--- src/rtl/rmp_pkg.sv ---
// Shared types for the spare remapping controller.
package rmp_pkg;
    typedef enum logic [2:0] {
        ST_IDLE,
        ST_SCAN,
        ST_DECODE,
        ST_SELECT,
        ST_REWRITE,
        ST_DONE
    } rmp_state_e;
endpackage

--- src/rtl/rmp_grid_pos.sv ---
// Converts a 1-based element number into its grid row and column.
// Assumes elements fill the grid column by column, GRID_ROWS per column.
module rmp_grid_pos #(
    parameter int NUM_PE    = 25,
    parameter int GRID_ROWS = 4,
    localparam int IDX_W     = $clog2(NUM_PE + 1),
    localparam int GRID_COLS = (NUM_PE + GRID_ROWS - 1) / GRID_ROWS,
    localparam int ROW_W     = (GRID_ROWS > 1) ? $clog2(GRID_ROWS) : 1,
    localparam int COL_W     = (GRID_COLS > 1) ? $clog2(GRID_COLS) : 1
) (
    input  logic [IDX_W-1:0] idx_i,
    output logic [ROW_W-1:0] row_o,
    output logic [COL_W-1:0] col_o
);
    int zidx;

    // zero-based position split into row and column
    always_comb begin
        zidx  = (idx_i == '0) ? 0 : int'(idx_i) - 1;
        row_o = ROW_W'(zidx % GRID_ROWS);
        col_o = COL_W'(zidx / GRID_ROWS);
    end
endmodule

--- src/rtl/rmp_cfg_rewrite.sv ---
// Builds the repaired configuration word in one pass over all fields:
// the spare receives the faulty element's setting, sources naming the
// faulty element are re-pointed to the spare, the faulty field is zeroed.
// Assumes flt_idx_i and spr_idx_i are distinct and non-zero when used.
module rmp_cfg_rewrite #(
    parameter int NUM_PE = 25,
    parameter int FUNC_W = 3,
    localparam int IDX_W = $clog2(NUM_PE + 1),
    localparam int FLD_W = FUNC_W + 2 * IDX_W,
    localparam int CFG_W = NUM_PE * FLD_W
) (
    input  logic [CFG_W-1:0] cfg_i,
    input  logic [FLD_W-1:0] flt_fld_i,
    input  logic [IDX_W-1:0] flt_idx_i,
    input  logic [IDX_W-1:0] spr_idx_i,
    output logic [CFG_W-1:0] cfg_o
);
    for (genvar g = 0; g < NUM_PE; g++) begin : g_fld
        localparam logic [IDX_W-1:0] ME = IDX_W'(g + 1);
        logic [FLD_W-1:0] base;
        logic [FLD_W-1:0] outf;

        // choose the source setting, then redirect both operand sources
        always_comb begin
            base = (ME == spr_idx_i) ? flt_fld_i : cfg_i[g*FLD_W +: FLD_W];
            outf = base;
            if (base[2*IDX_W-1 -: IDX_W] == flt_idx_i)
                outf[2*IDX_W-1 -: IDX_W] = spr_idx_i;
            if (base[IDX_W-1:0] == flt_idx_i)
                outf[IDX_W-1:0] = spr_idx_i;
            if (ME == flt_idx_i)
                outf = '0;
        end

        assign cfg_o[g*FLD_W +: FLD_W] = outf;
    end
endmodule

--- src/rtl/rmp_spare_ctrl.sv ---
// Spare remapping controller. On start it snapshots the masks and the
// configuration word, scans serially for the lowest in-use faulty element,
// decodes its field, scans again for the nearest unused fault-free spare
// (Manhattan distance, lower number wins ties), then rewrites the word and
// the activity mask in one cycle. Start is ignored while a run is active.
module rmp_spare_ctrl
    import rmp_pkg::*;
#(
    parameter int NUM_PE    = 25,
    parameter int GRID_ROWS = 4,
    parameter int FUNC_W    = 3,
    localparam int IDX_W     = $clog2(NUM_PE + 1),
    localparam int GRID_COLS = (NUM_PE + GRID_ROWS - 1) / GRID_ROWS,
    localparam int ROW_W     = (GRID_ROWS > 1) ? $clog2(GRID_ROWS) : 1,
    localparam int COL_W     = (GRID_COLS > 1) ? $clog2(GRID_COLS) : 1,
    localparam int LOC_W     = ROW_W + COL_W,
    localparam int DIST_W    = $clog2(GRID_ROWS + GRID_COLS) + 1,
    localparam int FLD_W     = FUNC_W + 2 * IDX_W,
    localparam int CFG_W     = NUM_PE * FLD_W
) (
    input  logic              clk,
    input  logic              rst_n,
    input  logic              start_i,
    input  logic [NUM_PE-1:0] act_mask_i,
    input  logic [NUM_PE-1:0] flt_mask_i,
    input  logic [CFG_W-1:0]  cfg_i,
    output logic              done_o,
    output logic              err_o,
    output logic [LOC_W-1:0]  spare_loc_o,
    output logic [CFG_W-1:0]  cfg_o,
    output logic [NUM_PE-1:0] act_mask_o
);
    rmp_state_e        state;
    logic [IDX_W-1:0]  scan_k, flt_idx, spr_idx;
    logic [DIST_W-1:0] best_d, cur_d;
    logic [FLD_W-1:0]  fld_q, flt_fld_w;
    logic [NUM_PE-1:0] act_q, flt_q;
    logic [CFG_W-1:0]  cfg_q, cfg_new;
    logic              err_q;
    logic [LOC_W-1:0]  loc_q;
    logic [IDX_W-1:0]  scan_bit, flt_bit, spr_bit;
    logic [ROW_W-1:0]  f_row, c_row, s_row;
    logic [COL_W-1:0]  f_col, c_col, s_col;
    logic              fault_hit, cand_ok, take_cand;
    int                fld_base;

    rmp_grid_pos #(.NUM_PE(NUM_PE), .GRID_ROWS(GRID_ROWS)) u_pos_flt (
        .idx_i(flt_idx), .row_o(f_row), .col_o(f_col));
    rmp_grid_pos #(.NUM_PE(NUM_PE), .GRID_ROWS(GRID_ROWS)) u_pos_cur (
        .idx_i(scan_k), .row_o(c_row), .col_o(c_col));
    rmp_grid_pos #(.NUM_PE(NUM_PE), .GRID_ROWS(GRID_ROWS)) u_pos_spr (
        .idx_i(spr_idx), .row_o(s_row), .col_o(s_col));

    rmp_cfg_rewrite #(.NUM_PE(NUM_PE), .FUNC_W(FUNC_W)) u_rewrite (
        .cfg_i(cfg_q), .flt_fld_i(fld_q), .flt_idx_i(flt_idx),
        .spr_idx_i(spr_idx), .cfg_o(cfg_new));

    // mask bit positions: element k lives at bit NUM_PE-k
    assign scan_bit = IDX_W'(NUM_PE) - scan_k;
    assign flt_bit  = IDX_W'(NUM_PE) - flt_idx;
    assign spr_bit  = IDX_W'(NUM_PE) - spr_idx;

    // per-element classification and distance for the element being scanned
    always_comb begin
        fault_hit = act_q[scan_bit] && flt_q[scan_bit];
        cand_ok   = !act_q[scan_bit] && !flt_q[scan_bit];
        cur_d     = DIST_W'((f_row > c_row) ? f_row - c_row : c_row - f_row)
                  + DIST_W'((f_col > c_col) ? f_col - c_col : c_col - f_col);
        take_cand = cand_ok && (cur_d < best_d);
        fld_base  = (flt_idx == '0) ? 0 : (int'(flt_idx) - 1) * FLD_W;
        flt_fld_w = cfg_q[fld_base +: FLD_W];
    end

    // sequencer: snapshot, fault scan, decode, spare scan, rewrite, finish
    always_ff @(posedge clk) begin
        if (!rst_n) begin
            state   <= ST_IDLE;
            scan_k  <= '0;
            flt_idx <= '0;
            spr_idx <= '0;
            best_d  <= '1;
            fld_q   <= '0;
            act_q   <= '0;
            flt_q   <= '0;
            cfg_q   <= '0;
            err_q   <= 1'b0;
            loc_q   <= '0;
        end else begin
            case (state)
                ST_IDLE: if (start_i) begin
                    act_q   <= act_mask_i;
                    flt_q   <= flt_mask_i;
                    cfg_q   <= cfg_i;
                    scan_k  <= IDX_W'(1);
                    flt_idx <= '0;
                    spr_idx <= '0;
                    best_d  <= '1;
                    err_q   <= 1'b0;
                    loc_q   <= '0;
                    state   <= ST_SCAN;
                end
                ST_SCAN: begin
                    if (fault_hit) begin
                        flt_idx <= scan_k;
                        state   <= ST_DECODE;
                    end else if (scan_k == IDX_W'(NUM_PE)) begin
                        state <= ST_DONE;
                    end else begin
                        scan_k <= scan_k + 1'b1;
                    end
                end
                ST_DECODE: begin
                    fld_q  <= flt_fld_w;
                    scan_k <= IDX_W'(1);
                    state  <= ST_SELECT;
                end
                ST_SELECT: begin
                    if (take_cand) begin
                        spr_idx <= scan_k;
                        best_d  <= cur_d;
                    end
                    if (scan_k == IDX_W'(NUM_PE)) begin
                        if (take_cand || spr_idx != '0) begin
                            state <= ST_REWRITE;
                        end else begin
                            err_q <= 1'b1;
                            state <= ST_DONE;
                        end
                    end else begin
                        scan_k <= scan_k + 1'b1;
                    end
                end
                ST_REWRITE: begin
                    cfg_q          <= cfg_new;
                    act_q[spr_bit] <= 1'b1;
                    act_q[flt_bit] <= 1'b0;
                    loc_q          <= {s_row, s_col};
                    state          <= ST_DONE;
                end
                ST_DONE: state <= ST_IDLE;
                default: state <= ST_IDLE;
            endcase
        end
    end

    assign done_o      = (state == ST_DONE);
    assign err_o       = err_q;
    assign spare_loc_o = loc_q;
    assign cfg_o       = cfg_q;
    assign act_mask_o  = act_q;


    done_pulse_chk: assert property (@(posedge clk) disable iff (!rst_n)
        done_o |=> !done_o);


    err_at_end_chk: assert property (@(posedge clk) disable iff (!rst_n)
        $rose(err_o) |-> done_o);


    spare_idle_chk: assert property (@(posedge clk) disable iff (!rst_n)
        (state == ST_REWRITE) |->
            (!act_q[spr_bit] && !flt_q[spr_bit] && spr_idx != flt_idx));


    cfg_hold_chk: assert property (@(posedge clk) disable iff (!rst_n)
        (state == ST_SCAN || state == ST_DECODE || state == ST_SELECT ||
         state == ST_DONE) |=> $stable(cfg_o));


    act_swap_chk: assert property (@(posedge clk) disable iff (!rst_n)
        (done_o && !err_o && spr_idx != '0) |->
            (act_mask_o[spr_bit] && !act_mask_o[flt_bit]));
endmodule

--- config.mk ---
export PLATFORM = sky130hd
export DESIGN_NAME = rmp_spare_ctrl
export DESIGN_NICKNAME = d
export VERILOG_FILES = /design/src/rtl/rmp_pkg.sv /design/src/rtl/rmp_grid_pos.sv /design/src/rtl/rmp_cfg_rewrite.sv /design/src/rtl/rmp_spare_ctrl.sv
export SDC_FILE = /design/constraint.sdc
export NUM_CORES = 2
export LEC_CHECK = 0
export ABC_AREA = 1
export ABC_CLOCK_PERIOD_IN_PS = 8700
export BUFFER_PORTS_ARGS = -buffer_cell sky130_fd_sc_hd__buf_4
export CAP_MARGIN = 25
export CORE_UTILIZATION = 40
export CTS_BUF_LIST = sky130_fd_sc_hd__clkbuf_2 sky130_fd_sc_hd__clkbuf_4 sky130_fd_sc_hd__clkbuf_8
export CTS_CLUSTER_DIAMETER = 120
export DETAILED_ROUTE_END_ITERATION = 8
export PLACE_DENSITY = 0.61
export SLEW_MARGIN = 20
export SYNTH_ARGS = -nofsm -noshare
export SYNTH_HDL_FRONTEND = slang
export SYNTH_SLANG_ARGS = --single-unit
--- constraint.sdc ---
create_clock -name clk -period 8.7 [get_ports clk]
set_input_delay 0 -clock clk [delete_from_list [all_inputs] [get_ports clk]]
set_output_delay 0 -clock clk [all_outputs]
set_load 0.02 [all_outputs]
* After elaboration in Yosys (flattened, before gate mapping)
Cells that the tools add are included.
** Word-level totals
- Flip-flop bits (word level) :: 417
- Bits in latches :: 0
- Bits in writable memories :: 0
- ROM bits :: 0
- Input port bits :: 378
- Word-level logic and storage cells :: 398
- Memories :: 0
** Cells by class
- Add/subtract/negate cells :: 15
- Multipliers :: 1
- Divide/modulo/power cells :: 0
- $lt $le $gt $ge :: 8
- Equal/unequal tests :: 138
- Shifts and indexed selects :: 1
- Mux-type cells :: 141
- Bitwise gates (word level) :: 6
- Reductions and logical operators :: 52
** Operators by type and width (number)
- 2-to-1 mux 13 bit :: 50
- case mux 325 bit (2 select lines) :: 1
- 2-to-1 mux 325 bit :: 1
- variable part select 325 x 32 -> 13 bit :: 1
- 2-to-1 mux 5 bit :: 60
- == test 5 bit :: 50
- 2-to-1 mux 32 bit :: 4
- == test 5 bit, first input constant :: 20
- AND reduction 3 bit :: 29
- == test 4 x 5 -> 1 bit, first input constant :: 16
- != test 3 x 1 -> 1 bit, second input constant :: 25
- case mux 25 bit (2 select lines) :: 1
- == test 3 x 5 -> 1 bit, first input constant :: 8
- case mux 5 bit (2 select lines) :: 4
- multiplier 32 x 5 -> 32 bit, second input constant :: 1
- AND 25 bit :: 1
- 2-to-1 mux 25 bit :: 1
- inverter 25 bit :: 1
- OR 25 bit :: 1
- == test 2 x 5 -> 1 bit, first input constant :: 4
- case mux 5 bit (4 select lines) :: 1
- < comparator 5 x 6 -> 1 bit, second input constant :: 3
- subtractor 5 x 1 -> 6 bit, second input constant :: 3
- zero test 5 bit :: 3
- other kinds (34) :: 73

* Depth between registers and ports, before layout
- Word-level depth :: 14
- Depth in mapped cells :: 44
- Gate-level depth less buffers :: 39

* Modules after synthesis
Synthesis repeated with hierarchy kept, for this count alone.
** Unflattened totals
- Cells, all modules :: 10133
- Area total of the unflattened synthesis :: 52559.2 um^2
** By module, submodules not included
- rmp_spare_ctrl :: times used 1, cells each 6479, area each 36846.6 um^2
- rmp_cfg_rewrite :: times used 1, cells each 3564, area each 15217.1 um^2
- rmp_grid_pos :: times used 3, cells each 30, area each 165.2 um^2

* Worst setup path after synthesis
Ideal clock, no wire load.
- Path kind :: reg-to-reg
- From :: reg flt_idx[0]
- To :: reg spr_idx[1]
- Data arrival time :: 6.736 ns
- Data required time :: 8.559 ns
- Slack :: 1.823 ns
- Cell stages (with the launch flop) :: 35
- Buffers on the path :: 6
- Clock period less this slack :: 6.877 ns
- Cells stage by stage :: dfxtp_1 > buf_2 > inv_1 > clkbuf_1 > clkbuf_1 > ha_1 > nand2_1 > nor2_4 > nor2_1 > inv_2 > buf_2 > buf_2 > buf_1 > a21oi_1 > ha_1 > inv_1 > ha_1 > fa_1 > fa_1 > inv_1 > o21ai_0 > mux2i_1 > fa_1 > nand2_1 > a31oi_1 > a21oi_1 > ha_1 > a21oi_1 > o21ai_0 > nor4_1 > nand2_1 > nand2_1 > inv_2 > a21oi_1 > a211oi_1
** Between the ends
- Cells in the longest elaborated chain, start to end :: 12
- Elaborated cells between the ends (all ways) :: 19
- Those cells by class :: add/sub (7); order compare (3); eq/ne (1); mux (3); bitwise (1); reduce/logical (4)
** RTL lines
- from (decl) :: line rmp_spare_ctrl.sv:34 : logic [IDX_W-1:0] scan_k, flt_idx, spr_idx;
- from (signal assigned) :: line rmp_spare_ctrl.sv:104 : flt_idx <= scan_k;
- subtractor 5 x 1 -> 6 bit or zero test 5 bit (tied branches) :: line rmp_grid_pos.sv:19 : zidx = (idx_i == '0) ? 0 : int'(idx_i) - 1;
- 2-to-1 mux 32 bit (*) :: line rmp_grid_pos.sv:19
- OR reduction 2 bit (no line)
- AND 1 bit (no line)
- adder 3 x 1 -> 3 bit (no line)
- subtractor 3 x 3 -> 4 bit or greater-than comparator 3 bit (tied branches) :: line rmp_spare_ctrl.sv:68 : + DIST_W'((f_col > c_col) ? f_col - c_col : c_col - f_col);
- 2-to-1 mux 5 bit :: line rmp_spare_ctrl.sv:68
- adder 5 bit (*) :: line rmp_spare_ctrl.sv:68
- < comparator 5 bit (*) :: line rmp_spare_ctrl.sv:69 : take_cand = cand_ok && (cur_d < best_d);
- logical AND 1 bit (*) :: line rmp_spare_ctrl.sv:69
- != test 2 bit (no line) (*)
- AND reduction 3 bit (no line) (*)
- to (signal assigned) :: line rmp_spare_ctrl.sv:119 : spr_idx <= scan_k;
- to (decl) :: line rmp_spare_ctrl.sv:34
Every way passes the cells marked *; elsewhere a longest branch is shown, timed or not.
A chain may end at the register's enable or synchronous reset.

* Worst setup path in the final report
- From :: reg flt_idx[0]
- To :: reg fld_q[3]
** Between the ends
- Cells in the longest elaborated chain, start to end :: 4
- Elaborated cells between the ends (all ways) :: 5
- Those cells by class :: add/sub (1); mul (1); shift (1); mux (1); reduce/logical (1)
** RTL lines
- subtractor 5 x 1 -> 6 bit :: line rmp_spare_ctrl.sv:70 : fld_base = (flt_idx == '0) ? 0 : (int'(flt_idx) - 1) * FLD_W;
- multiplier 32 x 5 -> 32 bit :: line rmp_spare_ctrl.sv:70
- 2-to-1 mux 32 bit (*) :: line rmp_spare_ctrl.sv:70
- variable part select 325 x 32 -> 13 bit (*) :: line rmp_spare_ctrl.sv:71 : flt_fld_w = cfg_q[fld_base +: FLD_W];
- to (signal assigned) :: line rmp_spare_ctrl.sv:113 : fld_q <= flt_fld_w;
- to (decl) :: line rmp_spare_ctrl.sv:36 : logic [FLD_W-1:0] fld_q, flt_fld_w;
Marked as above.

==> flow_summary.toml <==
[outcome]
outcome = "completed"

[clocking]
cts_resized = 0
root_buffer = "clkbuf_8"
clock_path_buffers = 3
cts_buffers = 83
path_clk_slew_ps = 60
tritoncts = "yes"
htree_levels = 3
clock_latency_ps = 800
clkSinkCount = 417

[die]
chipWidth_um = 338.6
core_area_mm2 = 0.1123
num_rows = 123
die_area_mm2 = 0.1147
initial_core_util_pct = 40.35
ios = 735
die_h_um = 338.6

[worst_setup_path]
r2r_cells = 38
reg2reg_from = "flt_idx[0]"
criticalPathCategory = "register to register"
arrival_ps = 8040
path_common_cell = "nand2_1"
cp.required_ps = 9380
critical_path.endpoint = "fld_q[3]"
crit_path_start = "flt_idx[0]"
crit_path_max_fanout = 226
endpoint_kind = "register"
rrSetupSlack_ps = 1340
worstReg2RegEnd = "fld_q[3]"
slowest_delay_ps = 540
slowest_stage = "buf_12"
critPathLaunchType = "register"

[power_and_ir_drop]
total_power_mw = 27.27
p_switching_mw = 17.68
ir_drop_uv = 469.8
p_clk_share_pct = 8.4
p_int_mw = 9.589
p_leak_nw = 24.86
seqPwrFrac_pct = 12.7
p_comb_share_pct = 78.8
switching_share_pct = 64.84
power.density_mw_per_mm2 = 476.8

[logic_synthesis]
synthXorXnorAreaFrac_pct = 3.401
muxShareOfSynthArea_pct = 0.08833
synth_cell_types = 62
syn-num-nets = 8476
yosysSeqAreaShare_pct = 18.42
yosys.area_share.adder_pct = 2.032
yosysTopAreaCell = "nand3_1"
syn_inst = 8031
synth_area_leaders = "nand3_1 (19%), dfxtp_1 (18%), nand2_1 (15%)"
netlist_area_mm2 = 0.04533
synth_top_area_share_pct = 18.63
synth_top_family_by_area = "simple AND/OR/NAND/NOR gates"
yosys_warnings = 0
synth_compound_area_share_pct = 27.07
synthFlopType = "dfxtp_1"
synthSimpleGateAreaFrac_pct = 39.15
ys_seq_elements = 417
async_reset_ff_share_pct = 0
avgSynthCellArea_um2 = 5.644
synth_edf_count = 0

[placement]
dp_hpwl_um = 225200
io_buffers = 734
dp_cells = 9719
gp_congestion = 1.112

[sta]
worst_pin_slew_ps = 1192
fmax_mhz = 135.8
fin_crit_sh_pct = 84.65
finalHoldViolCount = 0
min_period_ps = 7364
fin_tns_setup_ps = 0
fin_hold_ws_ps = 18.58
rsz0062_at_grt = "false"
slew_headroom_pct = 19.72
fin_skew_ps = 53.85
final-setup-viol-count = 0
slew_violations = 0

[global_route]
grt_pass1_vias = 59610
grt_start_max_net_pins = 227
grt_pass1_wl_um = 429700
grt-ovfl-total = 0
globalRouteTotalUtil_pct = 51.00
antenna_found_initial = 23

[route]
dr.pass1.iters = 8
drc = 0
routedWlPerCell_um = 29.90
drt_iter0_markers = 10440
wl_um = 308300
final_antenna_net_count = 0
vias_per_cell = 6.391
vias = 65900

[min_path]
hp-class = "input pin to register"

[finish]
mostFrequentLayoutCells = "nand2_1 (1779), nand3_1 (1687), o21ai_0 (1063)"
finalNetCount = 9187
final_common_cell = "nand2_1"
stdcell_count = 10310
fillers = 11880
syn_to_final_growth_pct = 26.17
layout-drive-gt1-share_pct = 12.59

[flow_run]
maxCapViolations = 0
synth_stat cells, types with 4 or more instances:
library cell,count
a2111o_1,8
a211oi_1,25
a21oi_1,634
a221oi_1,45
a31oi_1,33
a32oi_1,5
and2_1,4
buf_1,111
buf_2,99
buf_4,23
buf_6,21
clkbuf_1,416
clkinv_1,10
dfxtp_1,417
fa_1,11
ha_1,56
inv_1,376
inv_2,14
mux2i_1,4
nand2_1,1780
nand2_2,4
nand3_1,1687
nand3b_1,5
nand4_1,33
nor2_1,451
nor2_2,7
nor3_1,36
nor4_1,11
o2111ai_1,11
o211ai_1,219
o21a_1,7
o21ai_0,1066
o21ai_1,111
o221ai_1,25
o22ai_1,19
o31ai_1,4
or2_1,7
or2_2,30
xor2_1,173
sequential cells by signal, indices dropped and copies added, names as in the netlist:
signal	flops
fld_q	13
act_mask_o	25
cfg_o	325
best_d	5
spare_loc_o	5
spr_idx	5
err_o	1
scan_k	5
flt_q	25
state	3
flt_idx	5
cells by family after synthesis:
kind of cell | after synthesis
and+or+nand+nor | 4066
AOI/OAI and AO/OA | 2226
buffers and inverters | 1075
DFF | 417
xor gates and xnor gates | 176
adders and majority gates | 67
muxes | 4
worst max-delay path: cells and delay by family, from the launching register on:
family | cells | cell delay [ps]
buffers and inverters | 7 | 1420
adders and majority gates | 5 | 1940
and+or+nand+nor | 23 | 2510
AOI/OAI and AO/OA | 3 | 740
DFF | 1 | 340
worst min path at each step:
stage | startpoint | to | slack, ps | cells past startpoint
5_1_grt | flt_mask_i[10] | flt_q[10] | 50 | 4
3_5_place_dp | flt_mask_i[18] | flt_q[18] | 260 | 3
4_1_cts | flt_mask_i[22] | flt_q[22] | 3 | 4
3_3_place_gp | flt_mask_i[13] | flt_q[13] | 250 | 3
6_report | flt_mask_i[10] | flt_q[10] | 20 | 4
2_1_floorplan | flt_mask_i[10] | flt_q[10] | 140 | 2
routing by layer:
layer | up-vias | GRT usage, % | routed length [um]
li1 | 29310 | - | -
met1 | 30390 | 58.66 | 106700
met2 | 4877 | 75.86 | 127300
met3 | 1308 | 13.55 | 37800
met4 | 16 | 49.72 | 36390
met5 | - | 0 | 119
what timing repair did:
item / in CTS / in global routing
hold buffers: 435 / 0
hold endpoints to repair: 381 / 0
buffers inserted: 0 / 0
metrics by stage:
step / util [%] / area (um^2) / worst slack [ps]
after floorplan: - / 45330 / 1823
after global placement: 45.38 / 50980 / 1518
after detailed placement: 45.39 / 51000 / 1571
after CTS: 50.85 / 57130 / 1513
after global routing: 50.90 / 57190 / 981.3
final: 50.91 / 57190 / 1336
cell type report:
| cell class | count | area [um^2] | share of cell area, % |
|---|---|---|---|
| inverters | 401 | 1545 | 2.702 |
| flip-flops and latches | 417 | 8363 | 14.62 |
| multi-input cells | 6539 | 32630 | 57.05 |
| clock inverters | 28 | 259.0 | 0.4529 |
| diodes | 8 | 20.02 | 0.03500 |
| clock buffers | 118 | 1518 | 2.654 |
| well taps | 1500 | 1877 | 3.282 |
| repair buffers | 1300 | 10980 | 19.20 |
power by group through the flow:
stage,logic (mW),clock network (mW),registers (mW)
floorplan,13.3,0,3.13
global placement,20.3,0,3.41
detailed placement,20.3,0,3.40
CTS,20.6,2.28,3.37
global route,22.9,2.36,3.39
finish,21.5,2.30,3.47
Power figures use the tool's default switching activity.
